<file path="config.mk">
export PLATFORM = sky130hd
export DESIGN_NAME = wiper_pos_reg
export DESIGN_NICKNAME = d
export VERILOG_FILES = /design/src/rtl/wiper_pkg.sv /design/src/rtl/wiper_step_unit.sv /design/src/rtl/wiper_load_arb.sv /design/src/rtl/wiper_tap_decode.sv /design/src/rtl/wiper_pos_reg.sv
export SDC_FILE = /design/constraint.sdc
export NUM_CORES = 1
export LEC_CHECK = 0
export CORE_UTILIZATION = 30
export CTS_CLUSTER_SIZE = 8
export DETAILED_ROUTE_END_ITERATION = 10
export GPL_TIMING_DRIVEN = 0
export SYNTH_ARGS = -nofsm -noshare
export SYNTH_HDL_FRONTEND = slang
export SYNTH_SLANG_ARGS = --single-unit
</file>
<file path="constraint.sdc">
create_clock -name clk -period 2.4 [get_ports clk]
set_input_delay 0.24 -clock clk [delete_from_list [all_inputs] [get_ports clk]]
set_output_delay 0.24 -clock clk [all_outputs]
set_load 0.02 [all_outputs]
</file>
<file path="src/rtl/wiper_pkg.sv">
package wiper_pkg;
   typedef enum logic [2:0] {
      SRC_NONE   = 3'd0,
      SRC_RECALL = 3'd1,
      SRC_HOST   = 3'd2,
      SRC_COPY   = 3'd3,
      SRC_STEP   = 3'd4
   } load_src_e;
endpackage

</file>
<file path="src/rtl/wiper_step_unit.sv">
module wiper_step_unit #(
   parameter int POS_W = 8
) (
   input  logic [POS_W-1:0] cur_i,
   input  logic             up_i,
   output logic [POS_W-1:0] nxt_o
);
   localparam logic [POS_W-1:0] TOP_POS = {POS_W{1'b1}};
   localparam logic [POS_W-1:0] BOT_POS = '0;
   localparam logic [POS_W-1:0] ONE     = POS_W'(1);

   logic at_top, at_bot;

   always_comb begin
      at_top = (cur_i == TOP_POS);
      at_bot = (cur_i == BOT_POS);
      if (up_i)
         nxt_o = at_top ? cur_i : cur_i + ONE;
      else
         nxt_o = at_bot ? cur_i : cur_i - ONE;
   end
endmodule

</file>
<file path="src/rtl/wiper_load_arb.sv">
module wiper_load_arb
   import wiper_pkg::*;
#(
   parameter int POS_W = 8
) (
   input  logic             recall_i,
   input  logic [POS_W-1:0] recall_val_i,
   input  logic             host_i,
   input  logic [POS_W-1:0] host_val_i,
   input  logic             copy_i,
   input  logic [POS_W-1:0] copy_val_i,
   input  logic             step_i,
   input  logic [POS_W-1:0] step_val_i,
   output logic             load_o,
   output logic [POS_W-1:0] val_o
);
   load_src_e sel;

   always_comb begin
      if (recall_i)      sel = SRC_RECALL;
      else if (host_i)   sel = SRC_HOST;
      else if (copy_i)   sel = SRC_COPY;
      else if (step_i)   sel = SRC_STEP;
      else               sel = SRC_NONE;
   end

   always_comb begin
      load_o = (sel != SRC_NONE);
      unique case (sel)
         SRC_RECALL: val_o = recall_val_i;
         SRC_HOST:   val_o = host_val_i;
         SRC_COPY:   val_o = copy_val_i;
         SRC_STEP:   val_o = step_val_i;
         default:    val_o = '0;
      endcase
   end
endmodule

</file>
<file path="src/rtl/wiper_tap_decode.sv">
module wiper_tap_decode #(
   parameter int POS_W        = 8,
   parameter int DECODE_STYLE = 0,
   localparam int NUM_TAPS    = 1 << POS_W
) (
   input  logic                clk,
   input  logic                rst_n,
   input  logic [POS_W-1:0]    pos_i,
   output logic [NUM_TAPS-1:0] tap_o
);
   localparam logic [NUM_TAPS-1:0] LOW_END = NUM_TAPS'(1);

   logic [NUM_TAPS-1:0] onehot_c;
   logic [NUM_TAPS-1:0] tap_q;

   generate
      if (DECODE_STYLE != 0 && DECODE_STYLE != 1) begin : g_bad_style
         $error("wiper_tap_decode: DECODE_STYLE must be 0 or 1");
      end
      if (DECODE_STYLE == 0) begin : g_cmp
         for (genvar i = 0; i < NUM_TAPS; i++) begin : g_tap
            assign onehot_c[i] = (pos_i == POS_W'(i));
         end
      end else begin : g_shift
         assign onehot_c = LOW_END << pos_i;
      end
   endgenerate

   always_ff @(posedge clk or negedge rst_n) begin
      if (!rst_n) tap_q <= LOW_END;
      else        tap_q <= onehot_c;
   end

   assign tap_o = tap_q;


   tap_onehot_chk: assert property (@(posedge clk) disable iff (!rst_n)
      $countones(tap_q) == 1);


   tap_lag_chk: assert property (@(posedge clk) disable iff (!rst_n)
      1'b1 |=> tap_q[$past(pos_i)] == 1'b1);
endmodule

</file>
<file path="src/rtl/wiper_pos_reg.sv">
module wiper_pos_reg #(
   parameter int POS_W        = 8,
   parameter int DECODE_STYLE = 0,
   localparam int NUM_TAPS    = 1 << POS_W
) (
   input  logic                clk,
   input  logic                rst_n,
   input  logic                recall_i,
   input  logic [POS_W-1:0]    recall_val_i,
   input  logic                host_wr_i,
   input  logic [POS_W-1:0]    host_val_i,
   input  logic                copy_wr_i,
   input  logic [POS_W-1:0]    copy_val_i,
   input  logic                step_mode_i,
   input  logic                step_pulse_i,
   input  logic                step_up_i,
   output logic [POS_W-1:0]    pos_o,
   output logic [NUM_TAPS-1:0] tap_o
);
   localparam logic [POS_W-1:0] TOP_POS = {POS_W{1'b1}};

   generate
      if (POS_W < 2 || POS_W > 10) begin : g_bad_width
         $error("wiper_pos_reg: POS_W must lie in 2..10");
      end
   endgenerate

   logic [POS_W-1:0] pos_q;
   logic [POS_W-1:0] step_val;
   logic [POS_W-1:0] load_val;
   logic             load_en;
   logic             step_req;

   assign step_req = step_mode_i & step_pulse_i;

   wiper_step_unit #(.POS_W(POS_W)) u_step (
      .cur_i (pos_q),
      .up_i  (step_up_i),
      .nxt_o (step_val)
   );

   wiper_load_arb #(.POS_W(POS_W)) u_arb (
      .recall_i     (recall_i),
      .recall_val_i (recall_val_i),
      .host_i       (host_wr_i),
      .host_val_i   (host_val_i),
      .copy_i       (copy_wr_i),
      .copy_val_i   (copy_val_i),
      .step_i       (step_req),
      .step_val_i   (step_val),
      .load_o       (load_en),
      .val_o        (load_val)
   );

   always_ff @(posedge clk or negedge rst_n) begin
      if (!rst_n)       pos_q <= '0;
      else if (load_en) pos_q <= load_val;
   end

   wiper_tap_decode #(.POS_W(POS_W), .DECODE_STYLE(DECODE_STYLE)) u_dec (
      .clk   (clk),
      .rst_n (rst_n),
      .pos_i (pos_q),
      .tap_o (tap_o)
   );

   assign pos_o = pos_q;


   recall_load_chk: assert property (@(posedge clk) disable iff (!rst_n)
      recall_i |=> pos_q == $past(recall_val_i));


   host_load_chk: assert property (@(posedge clk) disable iff (!rst_n)
      (host_wr_i && !recall_i) |=> pos_q == $past(host_val_i));


   idle_hold_chk: assert property (@(posedge clk) disable iff (!rst_n)
      (!recall_i && !host_wr_i && !copy_wr_i && !(step_mode_i && step_pulse_i))
      |=> $stable(pos_q));


   top_sat_chk: assert property (@(posedge clk) disable iff (!rst_n)
      (!recall_i && !host_wr_i && !copy_wr_i && step_mode_i && step_pulse_i
       && step_up_i && pos_q == TOP_POS) |=> pos_q == TOP_POS);


   step_up_chk: assert property (@(posedge clk) disable iff (!rst_n)
      (!recall_i && !host_wr_i && !copy_wr_i && step_mode_i && step_pulse_i
       && step_up_i && pos_q != TOP_POS) |=> pos_q == $past(pos_q) + POS_W'(1));
endmodule

</file>
* Word-level counts from Yosys, hierarchy flattened
Index checks and enable logic that the tools add are counted.
** Word-level totals
- RAM bits :: 0
- Memories kept :: 0
- Output and inout bits :: 264
- ROM bits :: 0
- Latch bits :: 0
- Register bits :: 264
** Cells by class
- Mux-type cells :: 8
- Equality and inequality tests :: 261
- Add/subtract/negate cells :: 2
- Bitwise gates (word level) :: 1
- Order comparisons :: 0
- Shifts and indexed selects :: 0
- Multiply operators :: 0
- Divide/modulo/power cells :: 0
- Reduce and logical (&&, ||, !) cells :: 3
** Operators by type and width (count)
- $eq A8 B8 Y1 const B :: 128
- $eq A8 B7 Y1 const B :: 64
- $eq A8 B6 Y1 const B :: 32
- $eq A8 B5 Y1 const B :: 16
- $eq A8 B4 Y1 const B :: 8
- $eq A8 B3 Y1 const B :: 4
- $pmux W8 S4 :: 1
- $mux W8 :: 3
- $eq A8 B2 Y1 const B :: 2
- $mux W3 :: 4
- $add A8 B1 Y8 const B :: 1
- $eq A8 B1 Y1 const B :: 1
- $logic_not A8 Y1 :: 1
- $sub A8 B1 Y8 const B :: 1
- $eq A3 B2 Y1 const B :: 2
- $ne A3 B3 Y1 const B :: 2
- $eq A3 B1 Y1 const B :: 1
- $eq A3 B3 Y1 const B :: 1
- $reduce_and A3 Y1 :: 1
- $reduce_bool A3 Y1 :: 1
- $and A1 B1 Y1 :: 1

* Longest topological paths before layout
Gate-level depths: netlist of the first run.
- Word-level depth :: 8
- Gate-level depth with buffers :: 8

* By module
A second synthesis of the first run with hierarchy kept.
** Unflattened totals
- Cell total of the unflattened synthesis :: 727
- Area, all modules :: 9261.4 sq um
** Modules (own cells, without submodules)
- wiper_tap_decode :: area each 8207.9 sq um, cells an instance 606, seq. area each 6407.4 sq um, times used 1
- wiper_step_unit :: area each 410.4 sq um, cells an instance 64, seq. area each 0.0 sq um, times used 1
- wiper_pos_reg :: area each 337.8 sq um, cells an instance 18, seq. area each 200.2 sq um, times used 1
- wiper_load_arb :: area each 305.3 sq um, cells an instance 39, seq. area each 0.0 sq um, times used 1

* Worst setup path after synthesis of the first run
No wires, ideal clock.
- Kind :: flip-flop to flip-flop
- From :: register pos_q[0] (netlist: pos_o[0])
- To :: register pos_q[2] (netlist: pos_o[2])
- Clock period less this slack :: 2.279 ns
- Arrival :: 2.137 ns
- Required time :: 2.258 ns
- Stages on the path, launching flop included :: 9
- Setup slack :: 0.121 ns
- Cells stage by stage :: dfrtp_1 > inv_1 > ha_1 > or3b_2 > clkbuf_1 > o32ai_4 > nor3_2 > xnor2_1 > o221ai_1
** Between the ends
- Cells in the longest elaborated chain, start to end :: 4
** Ends and longest elaborated chain
- from (decl) :: RTL line wiper_pos_reg.sv:28 : logic [POS_W-1:0] pos_q;
- from (signal assigned) :: RTL line wiper_pos_reg.sv:57 : else if (load_en) pos_q <= load_val;
- $sub A8 B1 Y8 or $add A8 B1 Y8 (tied branches) :: RTL line wiper_step_unit.sv:20, wiper_step_unit.sv:18
- $mux W8, on equally long branches :: RTL line wiper_step_unit.sv:20, wiper_step_unit.sv:18
- $mux W8 :: RTL line wiper_step_unit.sv:17 : if (up_i)
- $pmux W8 S4 :: RTL line wiper_load_arb.sv:29 : unique case (sel)
Several ways; a longest one is shown, not always the timed one. The select of a mux whose other input is x is not followed.
A chain may end at the register's enable or synchronous reset.

* Final worst setup path of the first run
Ends and elaborated chain as after synthesis.

==> results of run 1 <==
## cell usage in the layout, fill, tap and decap left out, types with 5 or more instances in the layout
cell | Yosys | routed
sky130_fd_sc_hd__clkdlybuf4s50_1 | 0 | 291
sky130_fd_sc_hd__nor2_1 | 266 | 266
sky130_fd_sc_hd__dfrtp_1 | 263 | 263
sky130_fd_sc_hd__clkbuf_1 | 40 | 47
sky130_fd_sc_hd__clkbuf_16 | 0 | 41
sky130_fd_sc_hd__nand2_1 | 26 | 26
sky130_fd_sc_hd__nand3_1 | 11 | 11
sky130_fd_sc_hd__xnor2_1 | 8 | 8
sky130_fd_sc_hd__a22oi_1 | 8 | 8
sky130_fd_sc_hd__nor2b_1 | 7 | 7
sky130_fd_sc_hd__o21ai_0 | 6 | 6
sky130_fd_sc_hd__ha_1 | 5 | 5
## worst min-delay path, stage by stage
cell	delay, ps
sky130_fd_sc_hd__clkbuf_1	150
sky130_fd_sc_hd__nor2_1	120
sky130_fd_sc_hd__a21oi_1	50
sky130_fd_sc_hd__o21ai_0	60
## layer usage
metal / global-route usage [%] / vias up
li1: - / 2793
met1: 22.6 / 2998
met2: 29.9 / 252
met3: 5.40 / 40
met4: 5.13 / 0
met5: 0 / -
## area by class of cell
cell class	instances	area, sq um
fill	2535	14700
tap	378	473
inverter	2	7.51
sequential	264	6610
timing repair buffer	299	3020
multi-input combinational	368	1670
clock buffer	51	1060
buffer	45	189
clock inverter	2	28.8
## logic make-up (layout without fill, tap and decap cells)
| family | after synthesis | after routing | synth area share (%) |
|---|---|---|---|
| AO/OA/AOI/OAI | 28 | 28 | 2.56 |
| XOR/XNOR | 8 | 8 | 0.827 |
| adder cells (fa/ha/maj) | 5 | 5 | 0.739 |
| buffers and inverters | 48 | 399 | 2.33 |
| flip-flops | 264 | 264 | 78.0 |
| multiplexers | 1 | 1 | 0.118 |
| AND/OR/NAND/NOR | 326 | 326 | 15.4 |
## stage by stage
step	std cells	hold WS (ps)	cell area, sq um
4_1_cts	1407	152	13000
2_1_floorplan	680	-55.6	8470
3_5_place_dp	1352	164	11900
6_report	1409	164	13100
3_3_place_gp	1350	676	11900
5_1_grt	1409	182	13100
## registers in the layout (all words and copies together), names as in the netlist
| name | count |
|---|---|
| pos_o | 8 |
| u_dec.tap_o | 256 |
## final timing paths
kind / end / depth (start not counted) / slack (ps) / startpoint
max: pos_o[2]$_DFFE_PN0P_ / 8 / 140 / pos_o[0]$_DFFE_PN0P_
max reg2reg: pos_o[2]$_DFFE_PN0P_ / 8 / 140 / pos_o[0]$_DFFE_PN0P_
min in group asynchronous: u_dec.tap_o[160]$_DFF_PN0_ / 2 / 230 / rst_n
max in group asynchronous: u_dec.tap_o[83]$_DFF_PN0_ / 3 / 1260 / rst_n
min: pos_o[4]$_DFFE_PN0P_ / 4 / 160 / recall_i
min reg2reg: pos_o[1]$_DFFE_PN0P_ / 1 / 700 / pos_o[1]$_DFFE_PN0P_
## where the power goes
group | switching, mW | internal, mW
logic | 0.455 | 0.212
registers | 0.0287 | 4.50
clock network | 1.85 | 3.06
total | 2.33 | 7.77
## timing repair
item,in CTS,in global routing
gates resized for setup,1,4
endpoints found under the hold margin,44,0
buffers inserted,2,2
setup endpoints to repair,8,17
hold buffers,1,0
pin swaps,1,0
==> run metrics, run 1 <==
kind of start point of the critical path=flop; leading area contributor after synthesis=sky130_fd_sc_hd__dfrtp_1; total number of vias=6,083; overflow left after global routing=0; DR pass1 iterations=6; number of flip-flops and latches in the synthesized netlist=264; final weighted congestion in routability-driven placement=0.738; number of sinks on the clock net=264; worst endpoint required time=2770 ps; met3 routed wirelength=2060 um; Die H=170 um; final design utilization=47.0%; Root Driver=sky130_fd_sc_hd__clkbuf_16; post-synthesis area per instance=12.5 sq um; placeable core region=27,800 sq um; Antenna Diode Count=0; die boundary width=170 um; element type at the critical path end=flop; setup tns final=0 ps; Slew Viols, Final=0; Synth-to-Final Area Change=54.2%; global-route wire length before repair=38,600 um; pin count of the biggest net entering global routing=124; most instantiated cells after synthesis=266 x sky130_fd_sc_hd__nor2_1, 263 x sky130_fd_sc_hd__dfrtp_1, 40 x sky130_fd_sc_hd__clkbuf_1; final worst-path cycle share=94.3%; cell with the most instances after synthesis=sky130_fd_sc_hd__nor2_1; relative slew slack=53.6%; global routing usage summed across all routing layers=18.0%; worst-case setup slack after placement=-245 ps; pin slew with the least headroom to its limit=695 ps; I/O pin cnt=296; number of placement rows=61; final-report setup violation count=0; Top FF cell, synth=sky130_fd_sc_hd__dfrtp_1; run status=finished clean; total of max-cap violations=0; sum of internal, switching and leakage power=10.1 mW; antenna violations before repair=0; post-synthesis instance area=8470 sq um; buffers from clock root to sink, at most=3; wirelength, routed=25,700 um; Max Clk Rate=0.442 GHz; maximum fanout along the worst path=7; Yosys top cell area share=77.7%; final hold vios=0; Detailed Place HPWL=17,700 um; crit path time final=2260 ps; antenna violation net count after detailed routing=0; number of buffers created by CTS=39; Worst Path Class, Setup=flop to flop; average wire per standard cell=18.2 um; Skew-Pair Late Insertion Delay=510 ps; area enclosed by the die boundary=28,900 sq um; Routed met1 length=10,700 um; Synth Net Count=717; number of global-route vias before repair=6,355; Crit path buffers/inverters=2; Pwr per Cell Area=774 nW/um^2; Vias per Instance=4.32; worst-case clock skew=13.1 ps; number of distinct library cell variants in the gate-level netlist after synthesis=34; Worst EP arrival=2630 ps; setup repair after global routing missed its margin=false; cell at the slowest stage of the critical path=sky130_fd_sc_hd__dfrtp_1; Max stage delay on crit path=460 ps; final layout net count=1,056; Hold WC Path Type=input pin to flop; synthesis warning total=0; post-detailed-route DRC marker count=0; worst supply voltage drop on vdd=0.436 mV; length of routed met2 wiring=12,500 um; initial detailed-routing violation count=280; cell class contributing the biggest share of worst-path delay=simple AND/OR/NAND/NOR gates; clock edge transition at the registers on the reported setup and hold paths=50 ps; top metal layer carrying routed signals=met4; sequential element share of the synthesized area=78.0%; share of flip-flops with an asynchronous set or reset=100%; cells after synthesis=680; # port buffers=292; leakage component of the power=5.70 nW; post-route setup slack=136 ps; number of H-tree levels=2; TritonCTS clock tree=yes; critical path cell sequence=inv_1 > ha_1 > or3b_4 > o32ai_4 > buf_4 > nor3_2 > xnor2_1 > o221ai_1; cells taking the most area after synthesis=sky130_fd_sc_hd__dfrtp_1 78%, sky130_fd_sc_hd__nor2_1 12%, sky130_fd_sc_hd__clkbuf_1 1.8%, sky130_fd_sc_hd__nand2_1 1.2%, sky130_fd_sc_hd__xnor2_1 0.83%; number of synthesized flops with an enable pin=0; initial core utilization=30.5%; share of final-layout standard cells stronger than drive strength 1=6.01%
(Power assumes the default switching activity.)
==> run 2, diff against run 1 <==
--- a/config.mk
+++ b/config.mk
@@ -8,7 +8,9 @@
 export CORE_UTILIZATION = 30
 export CTS_CLUSTER_SIZE = 8
 export DETAILED_ROUTE_END_ITERATION = 10
+export DONT_BUFFER_PORTS = 1
 export GPL_TIMING_DRIVEN = 0
+export REMOVE_ABC_BUFFERS = 1
 export SYNTH_ARGS = -nofsm -noshare
 export SYNTH_HDL_FRONTEND = slang
 export SYNTH_SLANG_ARGS = --single-unit
==> run 2 against run 1 <==
The flow now finishes with violations (hold timing). Sequential power increased by 2%. Non-clock buffer count decreased by 321. Die area unchanged. Sequential cell count unchanged. Setup slack got worse by 2.9 ps. Count of clock-buffer cells in the layout decreased by 4. Final area decreased by 23%. Clock skew increased by 12 ps. Largest cell class unchanged.
==> run metrics, run 2 (synthesized netlist as in run 1, its figures left out) <==
run status=complete, but fails checks; violations in the final reports=hold timing; final layout net count=735 (-30%); Antenna Diode Count=0 (unchanged); share of final-layout standard cells stronger than drive strength 1=8.50% (+2.5 points); average wire per standard cell=22.1 um (+21%); element type at the critical path end=flop; Vias per Instance=4.59 (+6.3%); cell area after layout=10,000 sq um (-23%); setup repair after global routing missed its margin=false; count of filler cells inserted in the layout=2,669 (+5.3%); area enclosed by the die boundary=28,900 sq um (unchanged); post-route setup slack=133 ps (-2.87 ps); Pwr per Cell Area=964 nW/um^2 (+25%); total placed instance area=8750 sq um (-27%); worst-case setup slack after placement=-610 ps (-365 ps); total number of vias=4,974 (-18%); post-detailed-route DRC marker count=0 (unchanged); crit path time final=2270 ps (+2.87 ps); TritonCTS clock tree=yes; Worst Path Class, Setup=flop to flop; worst-case clock skew=24.9 ps (+11.8 ps); pin count of the biggest net entering global routing=265 (+110%); Hold WC Path Type=input pin to asynchronous set/reset pin; final weighted congestion in routability-driven placement=0.749 (+1.5%); DR pass1 iterations=5 (-1); antenna violation net count after detailed routing=0 (unchanged); initial core utilization=30.5% (unchanged); Skew-Pair Late Insertion Delay=510 ps (about the same); sum of internal, switching and leakage power=9.65 mW (-4.5%); worst supply voltage drop on vdd=0.531 mV (+22%); number of global-route vias before repair=5,032 (-21%); placeable core region=27,800 sq um (unchanged); final-report setup violation count=0 (unchanged); number of sinks on the clock net=264 (unchanged); Die H=170 um (unchanged); Max Clk Rate=0.441 GHz (-0.13%); worst hold margin=-558 ps (-722 ps); leakage component of the power=4.62 nW (-19%); flip-flop count of the largest register after layout=256 (unchanged); number of hold-repair buffers added at the cts stage=16 (+15); wirelength, routed=23,900 um (-6.9%); final worst-path cycle share=94.5% (+0.12 points); I/O pin cnt=296 (unchanged); kind of start point of the critical path=flop; Slew Viols, Final=0 (unchanged); antenna violations before repair=0 (unchanged); number of H-tree levels=2 (unchanged); pin slew with the least headroom to its limit=978 ps (+283 ps); setup tns final=0 ps (unchanged); Synth-to-Final Area Change=18.3%; worst endpoint required time=2770 ps (about the same); most common cell after layout, fill and taps aside=sky130_fd_sc_hd__nor2_1; number of buffers created by CTS=39 (unchanged); maximum fanout along the worst path=16 (+9); overflow left after global routing=0 (unchanged); total of max-cap violations=0 (unchanged); buffers from clock root to sink, at most=3 (unchanged); Worst EP arrival=2640 ps (about the same); relative slew slack=34.6% (-19 points); Detailed Place HPWL=14,300 um (-19%); # port buffers=0 (-100%); final hold vios=264 (+264); initial detailed-routing violation count=384 (+37%); number of placement rows=61 (unchanged); Root Driver=sky130_fd_sc_hd__clkbuf_16; clock edge transition at the registers on the reported setup and hold paths=50 ps (about the same); global routing usage summed across all routing layers=16.4% (-1.6 points); most frequent cells in the layout=266 x sky130_fd_sc_hd__nor2_1, 260 x sky130_fd_sc_hd__dfrtp_1, 39 x sky130_fd_sc_hd__clkbuf_16; global-route wire length before repair=34,500 um (-11%); die boundary width=170 um (unchanged)
-- run 2: cell count changes in the layout (fill, tap and decap cells not counted), moves of 3 or more --
cell                              delta
sky130_fd_sc_hd__dlygate4sd3_1      +15
sky130_fd_sc_hd__dfrtp_1             -3
sky130_fd_sc_hd__buf_4               +3
sky130_fd_sc_hd__dfrtp_2             +3
sky130_fd_sc_hd__clkbuf_1           -40
sky130_fd_sc_hd__clkdlybuf4s50_1   -291
-- run 2: power by group --
part | switching [mW] | total, mW | internal [mW] | leakage, nW
Clock | 1.74 | 4.66 | 2.92 | 0.501
Combinational | 0.268 | 0.368 | 0.100 | 0.460
Sequential | 0.120 | 4.62 | 4.50 | 3.66
Total | 2.13 | 9.65 | 7.52 | 4.62
-- run 2: path summary, 6_finish.rpt --
| path | from | endpoint | slack (ps) | depth (start not counted) |
|---|---|---|---|---|
| max | pos_o[2]$_DFFE_PN0P_ | u_dec.tap_o[133]$_DFF_PN0_ | 130 | 2 |
| max reg2reg | pos_o[2]$_DFFE_PN0P_ | u_dec.tap_o[133]$_DFF_PN0_ | 130 | 2 |
| max in group asynchronous | rst_n | u_dec.tap_o[235]$_DFF_PN0_ | 2640 | 0 |
| min | rst_n | u_dec.tap_o[94]$_DFF_PN0_ | -560 | 0 |
| min reg2reg | pos_o[1]$_DFFE_PN0P_ | pos_o[1]$_DFFE_PN0P_ | 720 | 1 |
| min in group clk | recall_i | pos_o[1]$_DFFE_PN0P_ | 40 | 2 |
-- run 2: timing repair --
| action | 4_1_cts | 5_1_grt |
|---|---|---|
| setup endpoints to repair | 9 | 5 |
| buffers inserted | 5 | 2 |
| pin swaps | 3 | 2 |
| hold endpoints to repair | 271 | 264 |
| resized for setup | 6 | 1 |
-- run 2: final cells by class --
class,count,area [sq um],share of cell area (%)
flip-flops and latches,264,6610,66.0
multi-input cells,368,1680,16.8
clock buffers,47,1020,10.1
well taps,378,473,4.72
repair buffers,23,213,2.12
clock inverters,2,16.3,0.162
inverters,2,7.51,0.0749
-- run 2: routing by layer --
metal	up-vias	wire, um	track usage [%]	share of wire [%]
met5	-	0	0	0
li1	2150	-	-	-
met3	39	1800	4.49	7.5
met1	2538	9520	20.5	40
met2	247	12000	27.5	50
met4	0	563	5.44	2.4
-- run 2: critical path, stage by stage (launching register included) --
cell                       delay (ps)
sky130_fd_sc_hd__dfrtp_1          880
sky130_fd_sc_hd__nand3b_1         810
sky130_fd_sc_hd__nor2_1           440
-- run 2: through the flow --
stage                     instances  util [%]
after global placement         1012      31.5
after detailed placement       1012      31.5
after global routing           1084      36.1
after floorplan                 634         -
final                          1084      36.1
after CTS                      1082      36.0
==> run 3, diff against run 2 <==
--- a/config.mk
+++ b/config.mk
@@ -5,6 +5,7 @@
 export SDC_FILE = /design/constraint.sdc
 export NUM_CORES = 1
 export LEC_CHECK = 0
+export CORE_ASPECT_RATIO = 1.1
 export CORE_UTILIZATION = 30
 export CTS_CLUSTER_SIZE = 8
 export DETAILED_ROUTE_END_ITERATION = 10
==> run 3 against run 2 <==
The run still ends with hold timing left. Sequential cell count unchanged. Total power rose by 0.92%. Critical path depth increased by 6. Sequential share of layout area about the same. Via count increased by 1.6%. Routed wire length rose by 1.9%. Clock skew is 5.7 ps lower. Die area hardly changed.
==> run metrics, run 3 (synthesized netlist as in run 1, its figures left out) <==
run status=complete, but fails checks; violations in the final reports=hold timing; worst-case setup slack after placement=-645 ps (-35.3 ps); Synth-to-Final Area Change=18.3% (about the same); final worst-path cycle share=95.6% (+1.1 points); Crit Reg-Reg Endpoint=pos_o[0]$_DFFE_PN0P_; final layout net count=735 (unchanged); maximum fanout along the worst path=7 (-9); Antenna Diode Count=0 (unchanged); placeable core region=27,800 sq um (about the same); initial detailed-routing violation count=279 (-27%); pin count of the biggest net entering global routing=265 (unchanged); Max Clk Rate=0.436 GHz (-1.2%); antenna violations before repair=0 (unchanged); FF-to-FF Start=pos_o[0]$_DFFE_PN0P_; overflow left after global routing=0 (unchanged); number of hold-repair buffers added at the cts stage=14 (-2); number of global-route vias before repair=5,074 (+0.83%); Slew Viols, Final=0 (unchanged); final-report setup violation count=0 (unchanged); post-detailed-route DRC marker count=0 (unchanged); total of max-cap violations=0 (unchanged); Die H=178 um (+4.8%); Hold WC Path Type=input pin to asynchronous set/reset pin; total number of vias=5,056 (+1.6%); most common cell after layout, fill and taps aside=sky130_fd_sc_hd__nor2_1; Vias per Instance=4.73 (+3.1%); worst reg2reg path depth=8 (+6); Worst EP arrival=2650 ps (about the same); clock edge transition at the registers on the reported setup and hold paths=50 ps (about the same); R2R setup slack=110 ps (-30 ps); number of H-tree levels=2 (unchanged); wirelength, routed=24,400 um (+1.9%); number of sinks on the clock net=264 (unchanged); global routing usage summed across all routing layers=16.6% (+0.13 points); I/O pin cnt=296 (unchanged); flip-flop count of the largest register after layout=256 (unchanged); number of cells in the finished layout apart from fillers=1,069 (-1.4%); register area=6610 sq um (about the same); initial core utilization=30.5% (about the same); area occupied by multi-input gates=1680 sq um (-0.15%); pin slew with the least headroom to its limit=993 ps (+15.2 ps); crit path time final=2290 ps (+27.4 ps); number of placement rows=64 (+4.9%); Root Driver=sky130_fd_sc_hd__clkbuf_16; worst endpoint required time=2750 ps (-20 ps); worst-case clock skew=19.1 ps (-5.72 ps); global-route wire length before repair=34,500 um (+0.10%); element type at the critical path end=flop; post-route setup slack=105 ps (-27.4 ps); most frequent cells in the layout=266 x sky130_fd_sc_hd__nor2_1, 259 x sky130_fd_sc_hd__dfrtp_1, 41 x sky130_fd_sc_hd__clkbuf_16; Pwr per Cell Area=972 nW/um^2 (+0.89%); setup repair after global routing missed its margin=false; Placed Instances=997 (-1.5%); leakage component of the power=4.65 nW (+0.46%); final weighted congestion in routability-driven placement=0.774 (+3.3%); TritonCTS clock tree=yes; Detailed Place HPWL=14,700 um (+2.8%); setup tns final=0 ps (unchanged); area enclosed by the die boundary=28,900 sq um (about the same); DR pass1 iterations=4 (-1); worst supply voltage drop on vdd=0.424 mV (-20%); Skew-Pair Late Insertion Delay=500 ps (about the same); die boundary width=162 um (-4.6%); worst hold margin=-559 ps (-1.73 ps); antenna violation net count after detailed routing=0 (unchanged); average wire per standard cell=22.8 um (+3.3%); share of final-layout standard cells stronger than drive strength 1=9.07% (+0.57 points); source of the critical timing path=pos_o[0]$_DFFE_PN0P_; final hold vios=264 (unchanged); buffers from clock root to sink, at most=3 (unchanged); count of filler cells inserted in the layout=2,623 (-1.7%); number of buffers created by CTS=38 (-2.6%); Worst Path Class, Setup=flop to flop; relative slew slack=33.6% (-1.0 points); # port buffers=0 (unchanged); kind of start point of the critical path=flop; end point of the critical path=pos_o[0]$_DFFE_PN0P_
==> run 3: cell count changes in the layout (fill, tap and decap cells not counted) <==
cell,before,now
sky130_fd_sc_hd__inv_6,1,0
sky130_fd_sc_hd__nand3_4,1,0
sky130_fd_sc_hd__clkinvlp_4,1,0
sky130_fd_sc_hd__dfrtp_1,260,259
sky130_fd_sc_hd__nand3_1,10,9
sky130_fd_sc_hd__buf_4,7,10
sky130_fd_sc_hd__clkbuf_16,39,41
sky130_fd_sc_hd__dfrtp_2,3,4
sky130_fd_sc_hd__clkbuf_8,1,0
sky130_fd_sc_hd__dlygate4sd3_1,16,14
sky130_fd_sc_hd__nand3_2,0,2
==> run 3: through the flow <==
step / utilization (%) / power [mW] / instance area [sq um]
global route: 36.1 / 10.1 / 10000
global placement: 31.4 / 5.02 / 8730
CTS: 36.0 / 9.85 / 10000
finish: 36.1 / 9.74 / 10000
floorplan: - / 4.87 / 8280
detailed placement: 31.4 / 5.02 / 8730
==> run 3: worst max-delay path, cell delays in order, from the launching register on <==
cell and delay, ps:
sky130_fd_sc_hd__dfrtp_2 510, sky130_fd_sc_hd__inv_1 140, sky130_fd_sc_hd__ha_2 230, sky130_fd_sc_hd__or3b_4 430
sky130_fd_sc_hd__o32ai_4 290, sky130_fd_sc_hd__buf_4 170, sky130_fd_sc_hd__nor2_2 40, sky130_fd_sc_hd__xnor2_1 190
sky130_fd_sc_hd__o221ai_1 150
==> run 3: worst min-delay path by stage <==
stage | slack (ps) | cells after the start | to
CTS | -580 | 0 | u_dec.tap_o[79]$_DFF_PN0_
global route | -580 | 0 | u_dec.tap_o[168]$_DFF_PN0_
finish | -560 | 0 | u_dec.tap_o[168]$_DFF_PN0_
detailed placement | -50 | 0 | u_dec.tap_o[14]$_DFF_PN0_
floorplan | -60 | 0 | pos_o[0]$_DFFE_PN0P_
global placement | -50 | 0 | u_dec.tap_o[166]$_DFF_PN0_
==> run 3: per-layer routing <==
layer | track usage, % | up-vias | part of all wire [%]
li1 | - | 2142 | -
met1 | 19.8 | 2621 | 39
met2 | 28.7 | 249 | 51
met3 | 4.70 | 44 | 7.0
met4 | 5.19 | 0 | 2.3
met5 | 0 | - | 0
==> run 3: cell type report <==
type,instances,share of cell area (%)
flip-flops and latches,264,66.0
multi-input cells,368,16.8
clock buffers,48,10.5
well taps,363,4.53
repair buffers,24,2.15
inverters,2,0.0749
==> run 3: where the power goes <==
group	switching (mW)	total (mW)	internal, mW
Clock	1.75	4.76	3.01
Combinational	0.265	0.363	0.0971
Sequential	0.119	4.62	4.50
Total	2.14	9.74	7.61
==> run 3: what timing repair did <==
item	in CTS	in global routing
resized for setup	4	4
endpoints found under the hold margin	271	264
endpoints found under the setup margin	10	15
setup buffers	10	0
pin swaps	3	1
gates cloned	0	0
